## config.mk

```make
export PLATFORM = sky130hd
export DESIGN_NAME = pt_walker
export DESIGN_NICKNAME = d
export VERILOG_FILES = /design/src/rtl/pt_walker.sv
export SDC_FILE = /design/constraint.sdc
export NUM_CORES = 1
export LEC_CHECK = 0
export ABC_AREA = 1
export CAP_MARGIN = 20
export CORE_MARGIN = 4
export CORE_UTILIZATION = 44
export CTS_BUF_LIST = sky130_fd_sc_hd__clkbuf_2
export DETAILED_ROUTE_END_ITERATION = 7
export GPL_TIMING_DRIVEN = 0
export PLACE_DENSITY = 0.83
export SYNTH_ARGS = -nofsm -noshare
export SYNTH_HDL_FRONTEND = slang
export SYNTH_SLANG_ARGS = --single-unit
```

## constraint.sdc

```tcl
create_clock -name clk -period 1.84 [get_ports clk]
set_clock_uncertainty 0.05 [all_clocks]
set_input_delay 0.368 -clock clk [delete_from_list [all_inputs] [get_ports clk]]
set_output_delay 0.368 -clock clk [all_outputs]
set_load 0.05 [all_outputs]
```

## src/rtl/pt_walker.sv

```systemverilog
module pt_walker #(
  parameter int VA_W  = 32,
  parameter int OFF_W = 12,
  parameter int PA_W  = 32
) (
  input  logic             clk,
  input  logic             rst_n,
  input  logic             tr_req,
  input  logic [VA_W-1:0]  tr_vaddr,
  input  logic [PA_W-OFF_W-1:0] tr_root,
  output logic             busy,
  output logic             done,
  output logic             fault,
  output logic [1:0]       fault_lvl,
  output logic [PA_W-1:0]  pa,
  output logic             mem_req,
  output logic [PA_W-1:0]  mem_addr,
  input  logic             mem_gnt,
  input  logic             mem_rvalid,
  input  logic [PA_W-1:0]  mem_rdata
);
  localparam int IDX_W = (VA_W - OFF_W) / 2;
  localparam int FN_W  = PA_W - OFF_W;
  localparam int PAD_W = PA_W - IDX_W - 2;

  typedef enum logic [2:0] {IDLE, READ_L1, WAIT_L1, READ_L2, WAIT_L2, DONE} st_t;

  st_t             st;
  logic [VA_W-1:0] va_q;
  logic [FN_W-1:0] base_q;
  logic [FN_W-1:0] frame_q;
  logic [1:0]      err_q;

  wire [IDX_W-1:0] idx_hi = va_q[VA_W-1 -: IDX_W];
  wire [IDX_W-1:0] idx_lo = va_q[OFF_W +: IDX_W];
  wire [IDX_W-1:0] idx    = (st == READ_L1) ? idx_hi : idx_lo;
  wire [PA_W-1:0]  ent_addr = {base_q, {OFF_W{1'b0}}} + {{PAD_W{1'b0}}, idx, 2'b00};
  wire             ent_ok = mem_rdata[0];

  assign busy      = (st != IDLE);
  assign mem_req   = (st == READ_L1) || (st == READ_L2);
  assign mem_addr  = mem_req ? ent_addr : '0;
  assign done      = (st == DONE);
  assign fault     = done && (err_q != 2'd0);
  assign fault_lvl = done ? err_q : 2'd0;
  assign pa        = (done && err_q == 2'd0) ? {frame_q, va_q[OFF_W-1:0]} : '0;

  always_ff @(posedge clk) begin
    if (!rst_n) begin
      st      <= IDLE;
      va_q    <= '0;
      base_q  <= '0;
      frame_q <= '0;
      err_q   <= 2'd0;
    end else begin
      case (st)
        IDLE: if (tr_req) begin
          va_q   <= tr_vaddr;
          base_q <= tr_root;
          err_q  <= 2'd0;
          st     <= READ_L1;
        end
        READ_L1: if (mem_gnt) st <= WAIT_L1;
        WAIT_L1: if (mem_rvalid) begin
          if (ent_ok) begin
            base_q <= mem_rdata[PA_W-1:OFF_W];
            st     <= READ_L2;
          end else begin
            err_q <= 2'd1;
            st    <= DONE;
          end
        end
        READ_L2: if (mem_gnt) st <= WAIT_L2;
        WAIT_L2: if (mem_rvalid) begin
          if (ent_ok) frame_q <= mem_rdata[PA_W-1:OFF_W];
          else        err_q   <= 2'd2;
          st <= DONE;
        end
        DONE:    st <= IDLE;
        default: st <= IDLE;
      endcase
    end
  end


  req_hold_chk: assert property (@(posedge clk) disable iff (!rst_n)
    mem_req && !mem_gnt |=> mem_req && $stable(mem_addr));


  one_out_chk: assert property (@(posedge clk) disable iff (!rst_n)
    mem_req && mem_gnt |=> !mem_req);


  fault_done_chk: assert property (@(posedge clk) disable iff (!rst_n)
    fault |-> done && fault_lvl != 2'd0 && pa == '0);


  done_pulse_chk: assert property (@(posedge clk) disable iff (!rst_n)
    done |=> !done);


  busy_done_chk: assert property (@(posedge clk) disable iff (!rst_n)
    $rose(busy) |-> !done && !mem_rvalid);


  lvl2_chk: assert property (@(posedge clk) disable iff (!rst_n)
    (st == WAIT_L2) && mem_rvalid && !mem_rdata[0] |=> fault && fault_lvl == 2'd2);
endmodule

```

==> results.cfg <==
[layout]
antenna_cells = 0
nNetsFinal = 814
drive_above_1_share = 0.288
layoutNonFillerInstCount = 835
area_delta_synth_final_pct = 67.7

[status]
status = finished, violations left
violations = negative setup slack

[cts]
clk-insertion-delay-late_ns = 0.51
cts.sinks = 77
path_clk_slew_ns = 0.23
root_buffer = clkbuf_2
cts.htree.levels = 3
cts_buffers = 9
clk_path_buf_depth = 2
cts_tree = done

[worst_setup_path]
required_ns = 1.42
path_class = flop to primary output
worst_ep_arrival_time_ns = 1.93
r2r_slack_ns = 0.08
crit_slowest_cell = dfxtp_4
startpoint_type = flop
cp_max_fo = 5
cp.buffers_inverters = 4
crit_chain = inv_6, nor3_4, nand3_4, buf_12, buf_16, nor2_4, buf_8
cp_slowest_stage_delay_ns = 0.43
cp_top_family = buffers and inverters
endpoint_kind = primary output

[detailed_routing]
via_per_inst = 4.87
drc = 0
vias = 4067
ant_nets = 0
wl_per_cell_um = 14.2
drtIter0Drc = 132
finalWirelength_um = 11900
firstDrtPassIters = 4

[timing]
hold_violations = 0
period_minus_slack_ns = 2.35
setup_violations = 67
slew_viol_final = 0
rsz0062_at_grt = yes
timing.final.ws_setup_ns = -0.505
fmax_mhz = 426
hold-worst-slack_ns = 0.184
finalCritPeriodShare = 1.27

[placed_design]
dp_slack_ns = -0.687
io_buffers = 144
place_congestion = 0.868
place_inst = 801
dp_hpwl_um = 8600

[grt]
grt_max_degree = 14
track_usage = 0.226
grt_overflow_total = 0
grt_pass1_wl_um = 18300
grt_pass1_vias = 3886
antenna_found_initial = 0

[yosys]
synth_edf_count = 0
synth_common_cells = 114 x nand2_1, 85 x a21oi_1, 77 x dfxtp_1
synth.avg_cell_area_um2 = 6.65
netlist_area_mm2 = 0.00367
yosys_warnings = 0
synthCells = 551
synth_ff_type = dfxtp_1
async_flop_share = 0
synth.largest_area_cell = dfxtp_1
yosys.cell_count.top_type = nand2_1
ys_seq_area_frac = 0.420
synth.top_cell.area_share = 0.420
synth_seq_cells = 77
yosysUniqueCellTypes = 22
synth_area_leaders = dfxtp_1 42%, nand2_1 12%, a21oi_1 12%

[die]
die_h_um = 99.3
num_rows = 33
dieWidth_um = 99.3
die_area_mm2 = 0.00986
core_mm2 = 0.00818
start_util = 0.448
ios = 159

[power]
power.density_mw_per_mm2 = 1140
leakage_uw = 0.00244
vdd_drop_max_uv = 643

[flow_run]
max_cap_viol_count = 0

[hold_path]
hold_class = input port to flop
-- final timing paths --
kind | start | endpoint | depth (start not counted)
max reg2reg | st[0] | va_q[18] | 9
max | st[2] | pa[16] | 7
min | rst_n | err_q[1] | 3
min reg2reg | base_q[2] | base_q[2] | 2
-- cell type report --
type                    count  area (um^2)
multi-input cells         356         1990
clock buffers               9         45.0
fillers                   617         2030
inverters                  80          310
well taps                 105          131
plain buffers              38          290
clock inverters             7         90.1
flip-flops and latches     77         1550
repair buffers            163         1740
-- power by group --
part           switching [uW]  internal (uW)  total [uW]
combinational            2330           1400        3730
sequential                170           2070        2240
clock                     610            443        1050
total                    3110           3910        7020
-- kinds of logic (layout without fill, tap and decap cells) --
| kind of cell | Yosys count | after routing | synth area share |
|---|---|---|---|
| DFF | 77 | 77 | 0.420 |
| AOI/OAI and AO/OA | 144 | 144 | 0.201 |
| other | 1 | 2 | 0.00102 |
| buffers and inverters | 119 | 297 | 0.141 |
| and+or+nand+nor | 210 | 210 | 0.237 |
-- through the flow --
stage          setup TNS [ns]  instance area, um^2  total power (uW)   util
2_1_floorplan           -8.79                 4040              4630      -
3_3_place_gp           -33.53                 5620              5440  0.687
3_5_place_dp           -34.44                 5620              5530  0.687
4_1_cts                -27.46                 5890              6690  0.721
5_1_grt                -30.34                 6150              7450  0.752
6_report               -23.73                 6150              7020  0.752
-- flip-flops by register name, indices dropped and copies added (netlist names) --
signal / flops
base_q: 20
err_q: 2
st: 3
va_q: 32
frame_q: 20
-- worst register-to-register path: cells and delay by family, from the launching register on --
kind | cells | cell delay, ns
AO/OA/AOI/OAI | 2 | 0.22
AND/OR/NAND/NOR | 2 | 0.24
buffers and inverters | 5 | 0.76
flip-flops | 1 | 0.40
-- cell usage in the layout (no fill, tap or decap), drive strengths merged --
cell           count
o2111ai            1
buf              117
o21ai             58
nor3               1
clkinv             4
clkdlybuf4s50     76
nand3             29
clkinvlp           1
conb               2
dfxtp             77
clkbuf            17
inv               80
nand2            116
bufinv             2
a21oi             85
nor2              64
-- routing by layer --
layer | share of wire | GRT usage | wire length, um | vias to the layer above
met2 | 0.50 | 0.395 | 5890 | 161
met4 | 0.019 | 0.0609 | 221 | 0
met3 | 0.071 | 0.0449 | 844 | 23
met1 | 0.41 | 0.285 | 4900 | 1811
met5 | 0 | 0 | 0 | -
li1 | - | - | - | 2072
-- timing repair --
item | CTS | global route
gates cloned | 2 | 0
resized for setup | 470 | 70
buffers inserted | 9 | 9
pin swaps | 5 | 2
endpoints found under the setup margin | 68 | 68
hold buffers | 0 | 0
endpoints found under the hold margin | 0 | 0
Note: power is estimated with default switching activity, not from simulation.
